===== config.mk =====
export PLATFORM = sky130hd
export DESIGN_NAME = intr_exc_ctrl
export DESIGN_NICKNAME = d
export VERILOG_FILES = /design/src/rtl/iec_pkg.sv /design/src/rtl/iec_lowest.sv /design/src/rtl/iec_pending.sv /design/src/rtl/iec_select.sv /design/src/rtl/iec_vector.sv /design/src/rtl/intr_exc_ctrl.sv
export SDC_FILE = /design/constraint.sdc
export NUM_CORES = 1
export LEC_CHECK = 0
export BUFFER_PORTS_ARGS = -buffer_cell sky130_fd_sc_hd__buf_2
export CORE_AREA = 2 2 108 84
export CTS_CLUSTER_DIAMETER = 80
export CTS_CLUSTER_SIZE = 40
export DETAILED_ROUTE_END_ITERATION = 7
export DIE_AREA = 0 0 110 86
export GPL_TIMING_DRIVEN = 0
export PLACE_DENSITY = 0.89
export REMOVE_ABC_BUFFERS = 1
export SLEW_MARGIN = 20
export SYNTH_ARGS = -nofsm -noshare
export SYNTH_HDL_FRONTEND = slang
export SYNTH_HIERARCHICAL = 1
export SYNTH_SLANG_ARGS = --single-unit
export TNS_END_PERCENT = 1

===== constraint.sdc =====
create_clock -name clk -period 3.5 [get_ports clk]
set_clock_uncertainty 0.05 [all_clocks]
set_input_delay 0.175 -clock clk [delete_from_list [all_inputs] [get_ports clk]]
set_output_delay 0.175 -clock clk [all_outputs]
set_load 0.01 [all_outputs]

===== src/rtl/iec_pkg.sv =====
package iec_pkg;

    typedef enum logic [2:0] {
        ST_IDLE,
        ST_FREEZE,
        ST_DRAIN,
        ST_REDIRECT,
        ST_WAIT_CMD
    } iec_state_e;

    typedef enum logic [1:0] {
        CAUSE_NONE,
        CAUSE_EXC,
        CAUSE_FIQ,
        CAUSE_IRQ
    } iec_cause_e;

endpackage


===== src/rtl/iec_lowest.sv =====
module iec_lowest #(
    parameter int N  = 4,
    parameter int IW = 2
) (
    input  logic [N-1:0]  vec,
    output logic          hit,
    output logic [IW-1:0] idx
);
    // Scan from the top down so that the lowest set bit is written last.
    always_comb begin
        hit = 1'b0;
        idx = '0;
        for (int i = N - 1; i >= 0; i--) begin
            if (vec[i]) begin
                hit = 1'b1;
                idx = IW'(i);
            end
        end
    end
endmodule


===== src/rtl/iec_pending.sv =====
module iec_pending #(
    parameter int NIRQ = 4,
    parameter int NEXC = 4,
    parameter int PCW  = 32
) (
    input  logic            clk,
    input  logic            rst_n,
    input  logic            fiq_req,
    input  logic [NIRQ-1:0] irq_req,
    input  logic [NEXC-1:0] exc_src,
    input  logic [NEXC-1:0] exc_mask,
    input  logic [PCW-1:0]  fault_pc,
    input  logic            fiq_clr,
    input  logic [NIRQ-1:0] irq_clr,
    input  logic [NEXC-1:0] exc_clr,
    output logic            fiq_eff,
    output logic [NIRQ-1:0] irq_eff,
    output logic [NEXC-1:0] exc_eff,
    output logic [PCW-1:0]  fault_pc_q
);
    logic            fiq_pend_q;
    logic [NIRQ-1:0] irq_pend_q;
    logic [NEXC-1:0] exc_pend_q;
    logic [NEXC-1:0] exc_new;

    // Masking is applied on arrival, so a masked source never reaches a flag.
    assign exc_new = exc_src & ~exc_mask;
    assign fiq_eff = fiq_pend_q | fiq_req;
    assign irq_eff = irq_pend_q | irq_req;
    assign exc_eff = exc_pend_q | exc_new;

    always_ff @(posedge clk or negedge rst_n) begin
        if (!rst_n) begin
            fiq_pend_q <= 1'b0;
        end else begin
            fiq_pend_q <= (fiq_pend_q & ~fiq_clr) | fiq_req;
        end
    end

    for (genvar i = 0; i < NIRQ; i++) begin : g_irq
        always_ff @(posedge clk or negedge rst_n) begin
            if (!rst_n) begin
                irq_pend_q[i] <= 1'b0;
            end else begin
                irq_pend_q[i] <= (irq_pend_q[i] & ~irq_clr[i]) | irq_req[i];
            end
        end


        irq_hold_chk: assert property (@(posedge clk) disable iff (!rst_n)
            (irq_pend_q[i] && !irq_clr[i]) |=> irq_pend_q[i]);
    end

    for (genvar j = 0; j < NEXC; j++) begin : g_exc
        always_ff @(posedge clk or negedge rst_n) begin
            if (!rst_n) begin
                exc_pend_q[j] <= 1'b0;
            end else begin
                exc_pend_q[j] <= (exc_pend_q[j] & ~exc_clr[j]) | exc_new[j];
            end
        end


        masked_drop_chk: assert property (@(posedge clk) disable iff (!rst_n)
            (exc_mask[j] && !exc_pend_q[j]) |=> !exc_pend_q[j]);
    end

    // The faulting PC is taken when an exception arrives with none pending.
    always_ff @(posedge clk or negedge rst_n) begin
        if (!rst_n) begin
            fault_pc_q <= '0;
        end else if (|exc_new && !(|exc_pend_q)) begin
            fault_pc_q <= fault_pc;
        end
    end
endmodule


===== src/rtl/iec_select.sv =====
module iec_select
    import iec_pkg::*;
#(
    parameter int NIRQ   = 4,
    parameter int NEXC   = 4,
    parameter int IRQ_IW = 2,
    parameter int EXC_IW = 2
) (
    input  logic              fiq_eff,
    input  logic [NIRQ-1:0]   irq_eff,
    input  logic [NEXC-1:0]   exc_eff,
    output iec_cause_e        cause,
    output logic [IRQ_IW-1:0] irq_idx,
    output logic [EXC_IW-1:0] exc_idx
);
    logic irq_hit;
    logic exc_hit;

    iec_lowest #(.N(NIRQ), .IW(IRQ_IW)) u_irq_pick (
        .vec (irq_eff),
        .hit (irq_hit),
        .idx (irq_idx)
    );

    iec_lowest #(.N(NEXC), .IW(EXC_IW)) u_exc_pick (
        .vec (exc_eff),
        .hit (exc_hit),
        .idx (exc_idx)
    );

    // Fixed order: exception, then fast interrupt, then normal interrupt.
    always_comb begin
        if (exc_hit) begin
            cause = CAUSE_EXC;
        end else if (fiq_eff) begin
            cause = CAUSE_FIQ;
        end else if (irq_hit) begin
            cause = CAUSE_IRQ;
        end else begin
            cause = CAUSE_NONE;
        end
    end
endmodule


===== src/rtl/iec_vector.sv =====
module iec_vector
    import iec_pkg::*;
#(
    parameter int             PCW       = 32,
    parameter int             EXC_IW    = 2,
    parameter logic [PCW-1:0] FIQ_VEC   = 32'h0000_0100,
    parameter logic [PCW-1:0] IRQ_VEC   = 32'h0000_0200,
    parameter logic [PCW-1:0] EXC_BASE  = 32'h0000_0400,
    parameter int             EXC_SHIFT = 4
) (
    input  iec_cause_e        cause,
    input  logic [EXC_IW-1:0] exc_idx,
    output logic [PCW-1:0]    target
);
    always_comb begin
        unique case (cause)
            CAUSE_EXC:  target = EXC_BASE + (PCW'(exc_idx) << EXC_SHIFT);
            CAUSE_FIQ:  target = FIQ_VEC;
            CAUSE_IRQ:  target = IRQ_VEC;
            CAUSE_NONE: target = '0;
            default:    target = '0;
        endcase
    end
endmodule


===== src/rtl/intr_exc_ctrl.sv =====
module intr_exc_ctrl
    import iec_pkg::*;
#(
    parameter int             NIRQ      = 4,
    parameter int             NEXC      = 4,
    parameter int             PCW       = 32,
    parameter logic [PCW-1:0] FIQ_VEC   = 32'h0000_0100,
    parameter logic [PCW-1:0] IRQ_VEC   = 32'h0000_0200,
    parameter logic [PCW-1:0] EXC_BASE  = 32'h0000_0400,
    parameter int             EXC_SHIFT = 4,
    localparam int            IRQ_IW    = (NIRQ > 1) ? $clog2(NIRQ) : 1,
    localparam int            EXC_IW    = (NEXC > 1) ? $clog2(NEXC) : 1
) (
    input  logic              clk,
    input  logic              rst_n,
    input  logic              fiq_req,
    input  logic [NIRQ-1:0]   irq_req,
    input  logic [NEXC-1:0]   exc_src,
    input  logic [NEXC-1:0]   exc_mask,
    input  logic              pipe_drained,
    input  logic [PCW-1:0]    resume_pc,
    input  logic [PCW-1:0]    fault_pc,
    input  logic              host_resume,
    output logic              freeze,
    output logic              busy,
    output logic              redirect_valid,
    output logic [PCW-1:0]    redirect_pc,
    output logic [PCW-1:0]    ret_addr,
    output logic              fiq_ack,
    output logic              irq_ack,
    output logic [IRQ_IW-1:0] irq_id,
    output logic              exc_notify,
    output logic [EXC_IW-1:0] exc_code
);
    iec_state_e        state_q, state_d;
    iec_cause_e        cause_sel, cause_q;
    logic [IRQ_IW-1:0] irq_idx_sel, irq_id_q;
    logic [EXC_IW-1:0] exc_idx_sel, exc_code_q;
    logic              fiq_eff;
    logic [NIRQ-1:0]   irq_eff;
    logic [NEXC-1:0]   exc_eff;
    logic [PCW-1:0]    fault_pc_q;
    logic [PCW-1:0]    target_pc;
    logic              fiq_clr;
    logic [NIRQ-1:0]   irq_clr;
    logic [NEXC-1:0]   exc_clr;
    logic              accept;
    logic              enter_redirect;

    iec_pending #(.NIRQ(NIRQ), .NEXC(NEXC), .PCW(PCW)) u_pending (
        .clk        (clk),
        .rst_n      (rst_n),
        .fiq_req    (fiq_req),
        .irq_req    (irq_req),
        .exc_src    (exc_src),
        .exc_mask   (exc_mask),
        .fault_pc   (fault_pc),
        .fiq_clr    (fiq_clr),
        .irq_clr    (irq_clr),
        .exc_clr    (exc_clr),
        .fiq_eff    (fiq_eff),
        .irq_eff    (irq_eff),
        .exc_eff    (exc_eff),
        .fault_pc_q (fault_pc_q)
    );

    iec_select #(.NIRQ(NIRQ), .NEXC(NEXC), .IRQ_IW(IRQ_IW), .EXC_IW(EXC_IW)) u_select (
        .fiq_eff (fiq_eff),
        .irq_eff (irq_eff),
        .exc_eff (exc_eff),
        .cause   (cause_sel),
        .irq_idx (irq_idx_sel),
        .exc_idx (exc_idx_sel)
    );

    iec_vector #(
        .PCW(PCW), .EXC_IW(EXC_IW), .FIQ_VEC(FIQ_VEC), .IRQ_VEC(IRQ_VEC),
        .EXC_BASE(EXC_BASE), .EXC_SHIFT(EXC_SHIFT)
    ) u_vector (
        .cause   (cause_q),
        .exc_idx (exc_code_q),
        .target  (target_pc)
    );

    assign accept         = (state_q == ST_IDLE) && (cause_sel != CAUSE_NONE);
    assign enter_redirect = (state_q == ST_DRAIN) && pipe_drained;

    // State register
    always_ff @(posedge clk or negedge rst_n) begin
        if (!rst_n) begin
            state_q <= ST_IDLE;
        end else begin
            state_q <= state_d;
        end
    end

    // Next-state logic
    always_comb begin
        state_d = state_q;
        unique case (state_q)
            ST_IDLE:     if (cause_sel != CAUSE_NONE) state_d = ST_FREEZE;
            ST_FREEZE:   state_d = ST_DRAIN;
            ST_DRAIN:    if (pipe_drained) state_d = ST_REDIRECT;
            ST_REDIRECT: state_d = (cause_q == CAUSE_EXC) ? ST_WAIT_CMD : ST_IDLE;
            ST_WAIT_CMD: if (host_resume) state_d = ST_IDLE;
            default:     state_d = ST_IDLE;
        endcase
    end

    // Entry context: winner captured on accept, return address on redirect
    always_ff @(posedge clk or negedge rst_n) begin
        if (!rst_n) begin
            cause_q    <= CAUSE_NONE;
            irq_id_q   <= '0;
            exc_code_q <= '0;
            ret_addr   <= '0;
        end else begin
            if (accept) begin
                cause_q    <= cause_sel;
                irq_id_q   <= irq_idx_sel;
                exc_code_q <= exc_idx_sel;
            end
            if (enter_redirect) begin
                ret_addr <= (cause_q == CAUSE_EXC) ? fault_pc_q : resume_pc;
            end
        end
    end

    // Pending-flag clears
    always_comb begin
        fiq_clr = (state_q == ST_REDIRECT) && (cause_q == CAUSE_FIQ);
        irq_clr = '0;
        exc_clr = '0;
        if ((state_q == ST_REDIRECT) && (cause_q == CAUSE_IRQ)) begin
            irq_clr = NIRQ'(1) << irq_id_q;
        end
        if ((state_q == ST_WAIT_CMD) && host_resume) begin
            exc_clr = NEXC'(1) << exc_code_q;
        end
    end

    // Outputs
    always_comb begin
        freeze         = 1'b0;
        redirect_valid = 1'b0;
        redirect_pc    = '0;
        fiq_ack        = 1'b0;
        irq_ack        = 1'b0;
        exc_notify     = 1'b0;
        unique case (state_q)
            ST_IDLE: begin
            end
            ST_FREEZE, ST_DRAIN, ST_WAIT_CMD: begin
                freeze = 1'b1;
            end
            ST_REDIRECT: begin
                freeze         = 1'b1;
                redirect_valid = 1'b1;
                redirect_pc    = target_pc;
                fiq_ack        = (cause_q == CAUSE_FIQ);
                irq_ack        = (cause_q == CAUSE_IRQ);
                exc_notify     = (cause_q == CAUSE_EXC);
            end
            default: begin
            end
        endcase
        busy = (state_q != ST_IDLE) || (cause_sel != CAUSE_NONE);
    end

    assign irq_id   = irq_id_q;
    assign exc_code = exc_code_q;


    redir_after_drain_chk: assert property (@(posedge clk) disable iff (!rst_n)
        redirect_valid |-> $past(pipe_drained));


    redir_pulse_chk: assert property (@(posedge clk) disable iff (!rst_n)
        redirect_valid |=> !redirect_valid);


    freeze_cover_chk: assert property (@(posedge clk) disable iff (!rst_n)
        redirect_valid |-> freeze);


    notify_hold_chk: assert property (@(posedge clk) disable iff (!rst_n)
        exc_notify |=> (freeze && busy));


    ack_onehot_chk: assert property (@(posedge clk) disable iff (!rst_n)
        $onehot0({fiq_ack, irq_ack, exc_notify}));


    quiet_idle_chk: assert property (@(posedge clk) disable iff (!rst_n)
        (state_q == ST_IDLE && !fiq_eff && !(|irq_eff) && !(|exc_eff)) |=> !freeze);
endmodule


### Word-level counts from Yosys, hierarchy flattened

Index checks and enable logic that the tools add are counted.

| storage, ports and cells | value |
|---|---|
| word-level logic and storage cells | 110 |
| register bits | 82 |

| operators by class | value |
|---|---|
| add/subtract/negate cells | 1 |
| muxes and demuxes | 34 |
| eq/ne operators | 10 |
| reduce and logical (&&, ||, !) cells | 16 |
| shift-type cells | 2 |
| bitwise gates (word level) | 32 |

Operators with widths:

| cell | count |
|---|---|
| 32-bit case mux with 4 select lines | 1 |
| 32-bit 2-to-1 mux | 2 |
| 2-bit 2-to-1 mux | 11 |
| 3-bit case mux with 5 select lines | 1 |
| 1-bit 2-to-1 mux | 13 |
| 11-bit by 6-bit adder with 12-bit output (first input constant) | 1 |
| 3-bit 2-to-1 mux | 4 |
| 4-bit OR reduction | 3 |
| 1-bit bitwise OR | 10 |
| 1-bit AND | 9 |
| 1-bit inverter | 9 |
| 4-bit 2-to-1 mux | 2 |
| 4-bit bitwise OR | 2 |
| 1-bit by 2-bit << shifter with 4-bit output (first input constant) | 2 |
| 3-bit by 2-bit == test with 1-bit output (second input constant) | 2 |
| 1-bit logical AND | 6 |
| 4-bit AND | 1 |
| 2-bit == test (second input constant) | 2 |
| 2-bit != test (second input constant) | 2 |
| 4-bit inverter | 1 |
| 3-bit by 1-bit == test with 1-bit output (second input constant) | 1 |
| 3-bit == test (second input constant) | 1 |
| 3-bit zero test | 1 |
| 3-bit AND reduction | 1 |
| 7 further kinds | 7 |

### Depth between registers and ports, before layout

| logic depth | value |
|---|---|
| depth in word-level cells | 11 |
| mapped depth | 8 |
| mapped depth without buffers | 8 |

### By module

The synthesis kept the hierarchy.

Modules (own cells, without submodules):

| module | cells an instance | area each (um^2) | instances |
|---|---|---|---|
| intr_exc_ctrl | 225 | 2387.3 | 1 |
| iec_pending | 109 | 1735.4 | 1 |
| iec_vector | 33 | 249.0 | 1 |
| iec_lowest | 7 | 35.0 | 2 |
| iec_select | 4 | 18.8 | 1 |

### Worst setup path before layout

Ideal clock, no wire load.

| timing path | value |
|---|---|
| path type | register to register |
| from | reg u_pending.irq_pend_q[2] |
| to | reg exc_code_q[0] (netlist: exc_code[0]) |
| library setup time | 0.125 ns |
| path buffers | 0 |
| arrival | 1.623 ns |
| setup slack | 1.702 ns |
| period minus slack after synthesis | 1.798 ns |
| stages on the path, launching flop included | 8 |
| cell sequence | dfrtp_1 or2_2 nor2_1 nand2_1 a21o_1 nor2_1 and2b_1 mux2_2 |

| on the way | value |
|---|---|
| longest elaborated chain between the ends | 9 |

RTL lines:

| item | RTL line | RTL |
|---|---|---|
| start, declared | iec_pending.sv:22 | `logic [NIRQ-1:0] irq_pend_q;` |
| start signal, assigned by index | iec_pending.sv:45 | `irq_pend_q[i] <= (irq_pend_q[i] & ~irq_clr[i]) \| irq_req[i];` |
| 4-bit bitwise OR | iec_pending.sv:29 | `assign irq_eff = irq_pend_q \| irq_req;` |
| named net irq_eff[2] | intr_exc_ctrl.sv:40 | `logic [NIRQ-1:0] irq_eff;` |
| 1-bit 2-to-1 mux (3 in series) | iec_lowest.sv:14 | `if (vec[i]) begin` |
| named net u_select.irq_hit | iec_select.sv:16 | `logic irq_hit;` |
| 2-bit 2-to-1 mux | iec_select.sv:37 | `end else if (irq_hit) begin` |
| 2-bit 2-to-1 mux | iec_select.sv:35 | `end else if (fiq_eff) begin` |
| 2-bit 2-to-1 mux | iec_select.sv:33 | `if (exc_hit) begin` |
| named net cause_sel[0] | intr_exc_ctrl.sv:36 | `iec_cause_e cause_sel, cause_q;` |
| 2-bit nonzero test | intr_exc_ctrl.sv:85 | `assign accept = (state_q == ST_IDLE) && (cause_sel != CAUSE_NONE);` |
| 1-bit logical AND | intr_exc_ctrl.sv:85 |  |
| end signal, assigned | intr_exc_ctrl.sv:121 | `exc_code_q <= exc_idx_sel;` |
| end, declared | intr_exc_ctrl.sv:38 | `logic [EXC_IW-1:0] exc_idx_sel, exc_code_q;` |

The timed path passes the listed nets, and every way through them passes these cells.
A chain may end at the register's enable or synchronous reset.

### Worst setup path after layout

| timing path | value |
|---|---|
| from | reg state_q[2] |
| to | out fiq_ack |

| on the way | value |
|---|---|
| longest elaborated chain between the ends | 2 |

RTL lines:

| item | RTL line | RTL |
|---|---|---|
| start, declared | intr_exc_ctrl.sv:35 | `iec_state_e state_q, state_d;` |
| start signal, assigned | intr_exc_ctrl.sv:93 | `state_q <= state_d;` |
| 3-bit by 2-bit == test with 1-bit output | intr_exc_ctrl.sv:150 | `unique case (state_q)` |
| 1-bit 2-to-1 mux | intr_exc_ctrl.sv:150 |  |
| end, declared | intr_exc_ctrl.sv:29 | `output logic fiq_ack,` |

Every way passes these cells.

==> results.md <==
* Yosys cell types at 39
* Initial Util at 53.7%
* Die Y at ~86 um
* Primary FF master, synth: dfrtp_1
* WL per Instance at 14.5 um
* First-pass detailed-route iteration total at 4
* Period Utilization, post-route at 68.3%
* Power per Cell Area at 585 nW/um^2
* Largest net degree at the start of global routing at 44
* DR iter-0 viols at 109
* Leak pwr at 2.99 nW
* DRC at 0
* Post_cts resized at 0
* Share of layout cells above drive strength 1 at 41.9%
* CTS H-Tree Depth at 3
* Critical path class: reg -> out
* I/O pin count at 155
* Area occupied by multi-input gates at 2060 um^2
* Final net count at 628
* Clock transition at path regs at 0.08 ns
* Seq/Total Area, Yosys at roughly 46%
* Max Root-Sink Buffers at 2
* Worst-Margin Slew at 0.880 ns
* Root Driver: clkbuf_8
* Area growth syn-to-layout at 26.2%
* Mapped Cells at 385
* DR vias at about 3.1k
* Worst Slack Setup Final at between 1 and 1.5 ns
* RR Startpoint: state_q[2]$_DFFE_PN0P_
* Flop2flop setup slack at 1.37 ns
* Final hold vios at 0
* GP Congestion at 0.800
* Postcts setup bufs at 0
* Post-synth ARST share at between 90% and 100%
* Peak supply drop at 378 uV
* Fillers at ~630
* Worst r2r dst: u_pending/irq_pend_q[3]$_DFF_PN0_
* Vias per cell at between 4 and 5
* Clk_lat worst skew at 0.35 ns
* Min-Delay Path Depth at 2
* Synth top area share at 46.0%
* Antenna violations before repair at 0
* Max_cap viols at 0
* Final wirelength at 9590 um
* CP Data Required Time at 3.27 ns
* Worst hold start: fault_pc[31]
* Max Slew Vio Count at 0
* Synth area leader: dfrtp_1
* F_max at 0.419 GHz
* # rows at 29
* Startpoint Class: flip-flop
* Post-Syn Area at 4460 um^2
* Minimum clock period at between 2 and 2.5 ns
* Flops & latches, synth at between 80 and 90
* Number of CTS-inserted buffers at 9
* WHS Endpoint: u_pending/fault_pc_q[31]$_DFFE_PN0P_
* Worst Path Max Fanout at 36
* Reg2reg path depth at 6
* Core area at 8310 um^2
* Post-route ant nets at 0
* Sinks on Clock Net at just over 80
* Pwr Total at between 3 and 4 mW
* Port bufs at 127
* DP Worst Slack at 1.41 ns
* CP Capture Type: output port
* Seq. cell area at 2050 um^2
* GRT Overall Usage at between 20% and 30%
* Die Width at 110 um
* Worst Hold Class: in -> reg
* Vias in the first global route at ~3.3k
* Synth top area cells: dfrtp_1 (46%), mux2_4 (10%), mux2i_1 (7.2%)
* Gr ovfl total at 0
* Post-synth EDFFs at 0
* Die area at 9460 um^2
* Clock tree from TritonCTS: built
* Final Setup Violations at 0
* Slew headroom at 41.3%
* DP HPWL at 6930 um
* Ant diodes at 0
* Worst EP arrival at 2.16 ns
* Synth Warn # at 6
* RSZ-0062 raised after global routing: false
* First-pass GRT wire length at 15400 um
* Syn Area/Cell at 11.6 um^2
* Run status: finished, final reports clean
==> through the flow <==
| stage | instance area (um^2) | std cells | hold slack [ns] | utilization [%] | TNS (ns) |
|---|---|---|---|---|---|
| finish | 5630 | 659 | 0.0183 | 67.7 | 0 |
| global route | 5630 | 659 | 0.00255 | 67.7 | 0 |
| CTS | 5620 | 658 | 0.000364 | 67.6 | 0 |
| detailed placement | 5060 | 608 | 0.130 | 61.0 | 0 |
| global placement | 4910 | 599 | 0.314 | 59.1 | -83.18 |
| floorplan | 4140 | 364 | -0.171 | - | -39.50 |
==> flip-flops by register name, summed over array words and instances (netlist names) <==
register	count
ret_addr	32
u_pending/fault_pc_q	32
u_pending/exc_pend_q	4
u_pending/irq_pend_q	4
state_q	3
cause_q	2
exc_code	2
irq_id	2
u_pending/fiq_pend_q	1
==> final cells by class <==
class / count / area share, %
multi-input combinational: 269 / 36.6
sequential: 82 / 36.5
timing repair buffer: 172 / 20.1
clock buffer: 13 / 3.00
tap: 108 / 2.40
inverter: 13 / 0.867
clock inverter: 2 / 0.622
==> critical path, cell delays in order (launching register included) <==
cell     delay [ns]
dfrtp_1        0.51
and3b_1        0.85
and3b_1        0.29
buf_2          0.15
==> synthesized netlist by cell type (all sizes together), types with 3 or more instances <==
cell type / number
inv: 13
and2: 34
nor2: 43
nand2: 13
nand2b: 6
mux2i: 32
mux2: 36
a21oi: 34
nor3: 5
nor3b: 3
buf: 45
or2: 5
dfrtp: 82
o21ai: 4
and3b: 4
a21o: 6
==> worst max-delay path by stage <==
stage                                start                                 to  slack (ns)  cells after the start
global placement    state_q[1]$_DFFE_PN0P_           ret_addr[31]$_DFFE_PN0P_       -2.59                      3
CTS                 state_q[2]$_DFFE_PN0P_                            fiq_ack        1.16                      3
finish              state_q[2]$_DFFE_PN0P_                            fiq_ack        1.11                      3
floorplan           state_q[0]$_DFFE_PN0P_            ret_addr[3]$_DFFE_PN0P_       -1.24                      2
global route        state_q[2]$_DFFE_PN0P_                            fiq_ack        0.95                      3
detailed placement  state_q[2]$_DFFE_PN0P_  u_pending/irq_pend_q[1]$_DFF_PN0_        1.41                      5
==> power by group <==
group | leakage (nW) | internal, mW | switching (mW)
logic | 1.93 | 0.559 | 0.666
clock network | 0.106 | 0.384 | 0.318
registers | 0.956 | 1.20 | 0.173
==> logic make-up (layout without fill, tap and decap cells) <==
| logic type | count (synthesis) | count (layout) | synth area share, % |
|---|---|---|---|
| xor gates and xnor gates | 2 | 2 | 0.393 |
| muxes | 68 | 68 | 18.8 |
| DFF | 82 | 82 | 46.0 |
| other | 1 | 27 | 0.0841 |
| AOI/OAI and AO/OA | 49 | 49 | 9.00 |
| and+or+nand+nor | 123 | 123 | 15.3 |
| buffers and inverters | 60 | 200 | 10.4 |
==> layout by cell type (no fill, tap or decap), types with 2 or more instances in the layout <==
| cell | count |
|---|---|
| a21oi_2 | 30 |
| nand2_1 | 13 |
| buf_16 | 2 |
| nor3_1 | 4 |
| a21o_1 | 6 |
| and3b_1 | 2 |
| buf_4 | 4 |
| and3_1 | 2 |
| o21ai_0 | 4 |
| a21oi_1 | 4 |
| mux2_2 | 6 |
| a22o_1 | 2 |
| conb_1 | 27 |
| mux2_4 | 30 |
| and2_1 | 33 |
| or2_2 | 5 |
| xnor2_1 | 2 |
| inv_1 | 13 |
| dfrtp_1 | 82 |
| nand2b_1 | 6 |
| nor3b_1 | 3 |
| buf_2 | 126 |
| buf_6 | 3 |
| dlygate4sd3_1 | 36 |
| and3b_2 | 2 |
| mux2i_1 | 32 |
| clkbuf_8 | 12 |
| nor2_1 | 43 |
==> metal layers <==
metal  up-vias  part of all wire, %  wire length, um  global-route usage [%]
met5         -                    0                0                       0
met4         0                  2.7              256                    8.75
met3        28                  5.0              484                    5.93
met2        95                   49             4740                    34.7
met1      1471                   43             4110                    25.9
li1       1547                    -                -                       -
==> repair_timing <==
action,CTS,global route
endpoints found under the setup margin,0,0
endpoints found under the hold margin,73,1
hold buffers,35,1
No activity file was read; power rests on OpenSTA's default activity.
